===== config.mk =====
export PLATFORM = sky130hd
export DESIGN_NAME = page_wp_guard
export DESIGN_NICKNAME = d
export VERILOG_FILES = /design/src/rtl/page_wp_pkg.sv /design/src/rtl/page_wp_ctrl.sv /design/src/rtl/page_wp_dp.sv /design/src/rtl/page_wp_guard.sv
export SDC_FILE = /design/constraint.sdc
export NUM_CORES = 1
export LEC_CHECK = 0
export ABC_AREA = 1
export BUFFER_PORTS_ARGS = -buffer_cell sky130_fd_sc_hd__buf_2
export CORE_MARGIN = 4
export CORE_UTILIZATION = 32
export DETAILED_ROUTE_END_ITERATION = 6
export PLACE_DENSITY = 0.65
export SLEW_MARGIN = 20
export SYNTH_ARGS = -nofsm -noshare
export SYNTH_HDL_FRONTEND = slang
export SYNTH_SLANG_ARGS = --single-unit

===== constraint.sdc =====
create_clock -name clk -period 4.7 [get_ports clk]
set_clock_uncertainty 0.15 [all_clocks]
set_input_delay 1.175 -clock clk [delete_from_list [all_inputs] [get_ports clk]]
set_output_delay 1.175 -clock clk [all_outputs]
set_load 0.005 [all_outputs]

===== src/rtl/page_wp_pkg.sv =====
package page_wp_pkg;

  // Strobes passed from the control decision to the datapath
  typedef struct packed {
    logic fwd;      // forward the current request
    logic fault;    // raise the write fault pulse
    logic setLock;  // OR configuration data into the lock register
  } guardStrb_t;

endpackage


===== src/rtl/page_wp_ctrl.sv =====
module page_wp_ctrl
  import page_wp_pkg::*;
#(
  parameter int ADDR_W     = 15,
  parameter int PAGE_OFF_W = 10,
  localparam int PAGE_IDX_W = ADDR_W - PAGE_OFF_W,
  localparam int NUM_PAGES  = 1 << PAGE_IDX_W
) (
  input  logic                 clk,
  input  logic                 rstN,
  input  logic                 cfgWrEn,
  input  logic                 reqValid,
  input  logic                 reqWrite,
  input  logic [ADDR_W-1:0]    reqAddr,
  input  logic [NUM_PAGES-1:0] lockMask,
  output guardStrb_t           strb
);

  logic [PAGE_IDX_W-1:0] pageIdx;
  logic                  pageLocked;

  assign pageIdx    = reqAddr[ADDR_W-1:PAGE_OFF_W];
  assign pageLocked = lockMask[pageIdx];

  always_comb begin
    strb         = '0;
    strb.setLock = cfgWrEn;
    if (reqValid) begin
      if (reqWrite && pageLocked) strb.fault = 1'b1;
      else                        strb.fwd   = 1'b1;
    end
  end

  AST_FWD_FAULT_EXCL: assert property (@(posedge clk) disable iff (!rstN)
    !(strb.fwd && strb.fault));
  AST_READ_NEVER_FAULT: assert property (@(posedge clk) disable iff (!rstN)
    (reqValid && !reqWrite) |-> strb.fwd);

endmodule


===== src/rtl/page_wp_dp.sv =====
module page_wp_dp
  import page_wp_pkg::*;
#(
  parameter int ADDR_W     = 15,
  parameter int PAGE_OFF_W = 10,
  parameter int DATA_W     = 32,
  localparam int PAGE_IDX_W = ADDR_W - PAGE_OFF_W,
  localparam int NUM_PAGES  = 1 << PAGE_IDX_W
) (
  input  logic                 clk,
  input  logic                 rstN,
  input  guardStrb_t           strb,
  input  logic [NUM_PAGES-1:0] cfgWrData,
  input  logic                 reqWrite,
  input  logic [ADDR_W-1:0]    reqAddr,
  input  logic [DATA_W-1:0]    reqWdata,
  output logic [NUM_PAGES-1:0] lockMask,
  output logic                 memValid,
  output logic                 memWrite,
  output logic [ADDR_W-1:0]    memAddr,
  output logic [DATA_W-1:0]    memWdata,
  output logic                 wrFault
);

  // Sticky lock bits: set-only, cleared by reset alone
  always_ff @(posedge clk or negedge rstN) begin
    if (!rstN)             lockMask <= '0;
    else if (strb.setLock) lockMask <= lockMask | cfgWrData;
  end

  always_ff @(posedge clk or negedge rstN) begin
    if (!rstN) begin
      memValid <= 1'b0;
      memWrite <= 1'b0;
      wrFault  <= 1'b0;
    end else begin
      memValid <= strb.fwd;
      memWrite <= strb.fwd & reqWrite;
      wrFault  <= strb.fault;
    end
  end

  always_ff @(posedge clk or negedge rstN) begin
    if (!rstN) begin
      memAddr  <= '0;
      memWdata <= '0;
    end else if (strb.fwd) begin
      memAddr  <= reqAddr;
      memWdata <= reqWdata;
    end
  end

  AST_LOCK_STICKY: assert property (@(posedge clk) disable iff (!rstN)
    ($past(lockMask) & ~lockMask) == '0);
  AST_FAULT_NO_FWD: assert property (@(posedge clk) disable iff (!rstN)
    wrFault |-> !memValid);

endmodule


===== src/rtl/page_wp_guard.sv =====
module page_wp_guard
  import page_wp_pkg::*;
#(
  parameter int ADDR_W     = 15,
  parameter int PAGE_OFF_W = 10,
  parameter int DATA_W     = 32,
  localparam int PAGE_IDX_W = ADDR_W - PAGE_OFF_W,
  localparam int NUM_PAGES  = 1 << PAGE_IDX_W
) (
  input  logic                 clk,
  input  logic                 rstN,
  input  logic                 cfgWrEn,
  input  logic [NUM_PAGES-1:0] cfgWrData,
  output logic [NUM_PAGES-1:0] cfgRdData,
  input  logic                 reqValid,
  input  logic                 reqWrite,
  input  logic [ADDR_W-1:0]    reqAddr,
  input  logic [DATA_W-1:0]    reqWdata,
  output logic                 memValid,
  output logic                 memWrite,
  output logic [ADDR_W-1:0]    memAddr,
  output logic [DATA_W-1:0]    memWdata,
  output logic                 wrFault
);

  guardStrb_t           strb;
  logic [NUM_PAGES-1:0] lockMask;

  page_wp_ctrl #(.ADDR_W(ADDR_W), .PAGE_OFF_W(PAGE_OFF_W)) i_ctrl (
    .clk      (clk),
    .rstN     (rstN),
    .cfgWrEn  (cfgWrEn),
    .reqValid (reqValid),
    .reqWrite (reqWrite),
    .reqAddr  (reqAddr),
    .lockMask (lockMask),
    .strb     (strb)
  );

  page_wp_dp #(.ADDR_W(ADDR_W), .PAGE_OFF_W(PAGE_OFF_W), .DATA_W(DATA_W)) i_dp (
    .clk       (clk),
    .rstN      (rstN),
    .strb      (strb),
    .cfgWrData (cfgWrData),
    .reqWrite  (reqWrite),
    .reqAddr   (reqAddr),
    .reqWdata  (reqWdata),
    .lockMask  (lockMask),
    .memValid  (memValid),
    .memWrite  (memWrite),
    .memAddr   (memAddr),
    .memWdata  (memWdata),
    .wrFault   (wrFault)
  );

  assign cfgRdData = lockMask;

  AST_LOCKED_WRITE_FAULTS: assert property (@(posedge clk) disable iff (!rstN)
    (reqValid && reqWrite && cfgRdData[reqAddr[ADDR_W-1:PAGE_OFF_W]]) |=> (wrFault && !memValid));
  AST_OPEN_WRITE_FWD: assert property (@(posedge clk) disable iff (!rstN)
    (reqValid && reqWrite && !cfgRdData[reqAddr[ADDR_W-1:PAGE_OFF_W]]) |=> (memValid && memWrite && memAddr == $past(reqAddr)));
  AST_READ_FWD: assert property (@(posedge clk) disable iff (!rstN)
    (reqValid && !reqWrite) |=> (memValid && !memWrite && !wrFault));
  AST_IDLE_QUIET: assert property (@(posedge clk) disable iff (!rstN)
    !reqValid |=> (!memValid && !wrFault));
  AST_CFG_SETS: assert property (@(posedge clk) disable iff (!rstN)
    cfgWrEn |=> ((cfgRdData & $past(cfgWrData)) == $past(cfgWrData)));

endmodule


==> results of run 1 <==
report_power, final:
part           leakage, nW  total (mW)  internal [mW]  switching [mW]
combinational         1.37       0.245          0.105           0.139
clock               0.0786       0.451          0.206           0.245
sequential           0.894       0.797          0.765          0.0312
total                 2.34        1.49           1.08           0.416
critical path, cell delays in order:
cell and delay [ns]:
buf_2 0.30, inv_4 0.14, nand2_1 0.09, nand3_1 0.07
nand3_1 0.09, nand2_1 0.05, nand2_1 0.05, nand3_1 0.08
nand3_2 0.09, nand2_1 0.50, buf_4 0.41, nand2_1 0.08
nand2_1 0.05
layout make-up:
type / instances / area, um2 / share of cell area, %
Clock inverter: 4 / 27.53 / 0.6229
Timing Repair Buffer: 169 / 862.1 / 19.51
Sequential cell: 82 / 2052 / 46.43
Clock buffer: 12 / 145.1 / 3.284
Tap cell: 136 / 170.2 / 3.851
Multi-Input combinational cell: 243 / 1134 / 25.65
Inverter: 7 / 28.78 / 0.6512
worst paths after layout:
| path | endpoint | startpoint | cells past startpoint |
|---|---|---|---|
| max in group asynchronous | i_dp.lockMask[4]$_DFFE_PN0P_ | rstN | 1 |
| worst max-delay path | i_dp.memWdata[4]$_DFFE_PN0P_ | reqAddr[10] | 13 |
| worst min register to register | i_dp.memWdata[30]$_DFFE_PN0P_ | i_dp.memWdata[30]$_DFFE_PN0P_ | 2 |
| min in group asynchronous | i_dp.memWdata[17]$_DFFE_PN0P_ | rstN | 1 |
| worst max register to register | i_dp.memWdata[4]$_DFFE_PN0P_ | i_dp.lockMask[27]$_DFFE_PN0P_ | 11 |
| worst min-delay path | i_dp.memWdata[30]$_DFFE_PN0P_ | i_dp.memWdata[30]$_DFFE_PN0P_ | 2 |
cells by family (layout without fill, tap and decap cells):
group | after synthesis | count (layout) | synth area share (%)
flip-flops | 82 | 82 | 61.13
AO/OA/AOI/OAI | 32 | 32 | 7.156
buffers and inverters | 30 | 192 | 5.106
AND/OR/NAND/NOR | 211 | 211 | 26.61
stage by stage:
stage          hold WS [ns]  utilization, %  instances  total power, mW
2_1_floorplan        0.3150               -        355           0.9250
3_3_place_gp         0.3006           41.28        637            1.052
3_5_place_dp         0.3033           41.28        637            1.060
4_1_cts              0.3229           42.96        653            1.524
5_1_grt              0.3508           43.00        653            1.590
6_report             0.3217           43.00        653            1.492
synth_stat cells (all sizes together):
library cell  number
a21o              32
buf               14
clkbuf             9
dfrtp             82
inv                7
nand2            135
nand3             74
nand3b             1
nor2               1
placed cells by master (no fill, tap or decap), types with 2 or more instances in the layout:
master / Yosys / layout
nand3_1: 73 / 73
buf_4: 3 / 4
clkinvlp_4: 0 / 3
dfrtp_1: 82 / 82
a21o_1: 32 / 32
clkbuf_8: 0 / 10
inv_1: 6 / 6
buf_2: 6 / 164
clkbuf_1: 9 / 2
nand2_1: 135 / 135
layer usage:
metal	vias up	wire (um)
li1	1470	-
met1	1462	3991
met2	123	4385
met3	11	726
met4	0	137
met5	-	0
state kept, by name, summed over array words and instances (netlist names):
register,count
i_dp.memAddr,15
i_dp.memWrite,1
i_dp.memValid,1
i_dp.lockMask,32
i_dp.wrFault,1
i_dp.memWdata,32
==> impl_metrics.json, run 1 <==
{
  "met2_usage_pct": 25.28,
  "num_vias": 3066,
  "cp_data_required_time_ns": 4.78,
  "cts_num_sinks": 82,
  "crit_path_max_fanout": 25,
  "drt_total_wl_um": 9241,
  "detailedPlacementHpwl_um": 6708,
  "grt_usage_pct": 15.40,
  "layout_setup_ws_ns": 1.587,
  "area_growth_pct": 31.64,
  "power_density_mw_per_mm2": 337.6,
  "max_slew_margin_pct": 42.94,
  "syn_inst": 355,
  "gr-total-overflow": 0,
  "place.port_buffers": 165,
  "final_cycle_utilization_of_the_critical_path_pct": 66.23,
  "criticalPathCategory": "primary input to flop",
  "cts_resized": 0,
  "syn-num-nets": 439,
  "dp_worst_setup_slack_ns": 1.207,
  "clk_pin_slew_worst_paths_ns": 0.07,
  "synth_seq_cells": 82,
  "via_count_of_the_first_global_routing_pass": 3146,
  "drt-pass1-iter-count": 4,
  "initial_core_util_pct": 32.66,
  "grt.busiest_layer": "met2",
  "die_x_um": 110.4,
  "synth_top_area_share_pct": 61.13,
  "cts_root_buffer": "clkbuf_8",
  "r2r_setup_slack_ns": 2.46,
  "grt_start_max_net_pins": 83,
  "drt_first_iter_violations": 229,
  "clock_insertion_delay_at_the_later_pin_of_the_skew_report_ns": 0.35,
  "drv_cap": 0,
  "height_of_the_die_um": 110.4,
  "setup_repair_after_global_routing_missed_its_margin": "false",
  "grt_first_pass_wirelength_um": 15420,
  "postCtsSetupBuffers": 0,
  "drive_gt1_share_pct": 35.78,
  "finalHoldViolations": 0,
  "drc_markers": 0,
  "most_area_hungry_cell_type_in_the_yosys_netlist": "dfrtp_1",
  "gr-usage-met1_pct": 19.13,
  "core.rowCount": 37,
  "dieArea_mm2": 0.01219,
  "slew_viol_final": 0,
  "ant_nets": 0,
  "arrival_ns": 3.19,
  "dpl-instance-area_mm2": 0.004243,
  "post_cts_hold_buffer_count": 0,
  "synth-seq-area-share_pct": 61.13,
  "synthTopCellsByArea": "dfrtp_1, nand2_1, nand3_1",
  "timing.critical_path.to_type": "flop",
  "critPathLaunchType": "primary input",
  "grt_antenna_before_repair": 0,
  "clock_tree.buffer_depth": 2,
  "finalCriticalPeriod_ns": 3.113,
  "vdd_drop_max_mv": 0.1425,
  "fillCellCount": 1050,
  "routed_wire_length_per_instance_um": 14.15,
  "holdCritPathClass": "flop to flop",
  "ctsHtreeMaxLevel": 3,
  "cts_made_buffers": 9,
  "finalSetupViolations": 0,
  "synth_area_per_cell_um2": 9.456,
  "run_status": "complete, no violations",
  "max_freq_ghz": 0.3212,
  "p_leak_nw": 2.343,
  "final_net_count": 596,
  "ys_types": 13,
  "transition_at_the_pin_with_the_smallest_max_transition_slack_ns": 0.8538,
  "area_of_the_core_region_mm2": 0.01028,
  "ys.warnings.count": 0,
  "antenna_cells_inserted": 0,
  "grt_util_met3_pct": 5.041,
  "cts_tree": "built",
  "stdcell_area_mm2": 0.004419,
  "io_pins": 166,
  "synth.cell_area_mm2": 0.003357,
  "finalSetupTns_ns": 0,
  "gpl.final_weighted_congestion": 0.8023,
  "post_drt_via_cell_ratio": 4.695
}
No activity file was read; power rests on OpenSTA's default activity.
==> inputs of run 2 (changes only) <==
Clock period 4.7 ns to 3.1 ns, I/O delays scaled along.
==> impl_metrics.json, run 2 (synthesis results as in run 1) <==
{
  "clock_tree.buffer_depth": 2,
  "io_pins": 166,
  "timing.hold.ws_ns": 0.3038,
  "transition_at_the_pin_with_the_smallest_max_transition_slack_ns": 0.7186,
  "timing.critical_path.to_type": "flop",
  "finalSetupTns_ns": 0,
  "p_int_mw": 1.768,
  "critPathLaunchType": "primary input",
  "drt_total_wl_um": 9168,
  "ctsHtreeMaxLevel": 3,
  "area_of_the_core_region_mm2": 0.01028,
  "ant_nets": 0,
  "dieArea_mm2": 0.01219,
  "run_status": "complete, no violations",
  "share_seq_of_total_power_pct": 50.5,
  "cp_data_required_time_ns": 3.23,
  "place.port_buffers": 165,
  "p_leak_nw": 2.362,
  "power_density_mw_per_mm2": 537.7,
  "power_switching_share_pct": 26.18,
  "die_x_um": 110.4,
  "cts_root_buffer": "clkbuf_8",
  "cts_made_buffers": 9,
  "gr-total-overflow": 0,
  "drt-pass1-iter-count": 4,
  "clk_pin_slew_worst_paths_ns": 0.09,
  "grt_start_max_net_pins": 83,
  "capturing_instance_or_port_of_the_critical_path": "i_dp.memWdata[0]$_DFFE_PN0P_",
  "arrival_ns": 2.38,
  "drt_first_iter_violations": 285,
  "core.rowCount": 37,
  "crit_start": "reqAddr[10]",
  "grt_antenna_before_repair": 0,
  "criticalPathCategory": "primary input to flop",
  "grt_usage_pct": 15.25,
  "num_vias": 3002,
  "post_drt_via_cell_ratio": 4.604,
  "cts_resized": 0,
  "finalSetupViolations": 0,
  "dpl-instance-area_mm2": 0.004243,
  "postCtsSetupBuffers": 0,
  "crit_path_max_fanout": 48,
  "stdcell_area_mm2": 0.004454,
  "drv_cap": 0,
  "finalCriticalPeriod_ns": 2.255,
  "setup_repair_after_global_routing_missed_its_margin": "false",
  "vdd_drop_max_mv": 0.2160,
  "worst_flop_to_flop_path_startpoint": "i_dp.lockMask[28]$_DFFE_PN0P_",
  "drive_gt1_share_pct": 35.85,
  "max_freq_ghz": 0.4435,
  "max_slew_margin_pct": 52.09,
  "area_growth_pct": 32.69,
  "layout.cells.most_common_list": "buf_2, nand2_1, dfrtp_1",
  "finalHoldViolations": 0,
  "clock_insertion_delay_at_the_later_pin_of_the_skew_report_ns": 0.35,
  "largest_registers": "i_dp.lockMask x32, i_dp.memWdata x32, i_dp.memAddr x15",
  "worstReg2RegEnd": "i_dp.memWdata[0]$_DFFE_PN0P_",
  "share_comb_of_total_power_pct": 15.4,
  "detailedPlacementHpwl_um": 6689,
  "post_cts_hold_buffer_count": 0,
  "clkPwrFrac_pct": 34.2,
  "routed_wire_length_per_instance_um": 14.06,
  "antenna_cells_inserted": 0,
  "holdCritPathClass": "primary input to async pin",
  "grt_first_pass_wirelength_um": 15390,
  "final_net_count": 596,
  "height_of_the_die_um": 110.4,
  "gpl.final_weighted_congestion": 0.7931,
  "cts_tree": "built",
  "cts_num_sinks": 82,
  "slew_viol_final": 0,
  "initial_core_util_pct": 32.66,
  "switching_power_uw": 626.9,
  "final_cycle_utilization_of_the_critical_path_pct": 72.73,
  "worst_reg_to_reg_path_cell_count": 11,
  "final_common_cell": "buf_2",
  "drc_markers": 0,
  "r2r_setup_slack_ns": 1.26,
  "via_count_of_the_first_global_routing_pass": 3087
}
run 2: worst min-delay path by stage:
stage	depth (start not counted)	end	slack (ns)	start
6_report	1	i_dp.memWdata[17]$_DFFE_PN0P_	0.30	rstN
5_1_grt	2	i_dp.memWdata[26]$_DFFE_PN0P_	0.33	i_dp.memWdata[26]$_DFFE_PN0P_
4_1_cts	2	i_dp.memWdata[26]$_DFFE_PN0P_	0.32	i_dp.memWdata[26]$_DFFE_PN0P_
3_5_place_dp	2	i_dp.memAddr[10]$_DFFE_PN0P_	0.30	i_dp.memAddr[10]$_DFFE_PN0P_
3_3_place_gp	2	i_dp.memWdata[9]$_DFFE_PN0P_	0.30	i_dp.memWdata[9]$_DFFE_PN0P_
2_1_floorplan	2	i_dp.memWdata[10]$_DFFE_PN0P_	0.31	i_dp.memWdata[10]$_DFFE_PN0P_
run 2: area by class of cell:
cell class,instances,area (um2)
Sequential cell,82,2052
Inverter,7,28.78
Clock buffer,10,127.6
Multi-Input combinational cell,243,1134
Fill cell,1065,5823
Clock inverter,5,80.08
Timing Repair Buffer,169,862.1
Tap cell,136,170.2
run 2: worst max-delay path: stages:
cell	delay (ns)
buf_2	0.21
inv_4	0.17
nand2_1	0.07
nand3_1	0.07
nand3_1	0.08
nand2_1	0.07
nand2_1	0.05
nand3_1	0.09
nand3_2	0.09
nand2_1	0.06
buf_4	0.42
nand2_1	0.10
nand2_1	0.09
run 2: metal layers:
| layer | wire length [um] | track usage, % |
|---|---|---|
| met5 | 0 | 0 |
| met4 | 112 | 3.859 |
| met3 | 713 | 5.205 |
| met2 | 4438 | 24.72 |
| met1 | 3904 | 19.62 |
run 2: power by group through the flow:
| stage | Combinational, mW | Sequential, mW | Clock, mW |
|---|---|---|---|
| global route | 0.422 | 1.22 | 0.893 |
| global placement | 0.368 | 1.23 | 0 |
| detailed placement | 0.376 | 1.23 | 0 |
| finish | 0.368 | 1.21 | 0.819 |
| CTS | 0.377 | 1.21 | 0.849 |
| floorplan | 0.166 | 1.24 | 0 |
run 2: per-stage QoR:
step | instances | total power [mW] | setup WS, ns | util [%]
3_3_place_gp | 637 | 1.593 | 0.5685 | 41.28
5_1_grt | 652 | 2.535 | 0.5727 | 43.34
6_report | 652 | 2.395 | 0.8452 | 43.34
2_1_floorplan | 355 | 1.402 | 0.8878 | -
3_5_place_dp | 637 | 1.606 | 0.4896 | 41.28
4_1_cts | 652 | 2.435 | 0.8547 | 43.30
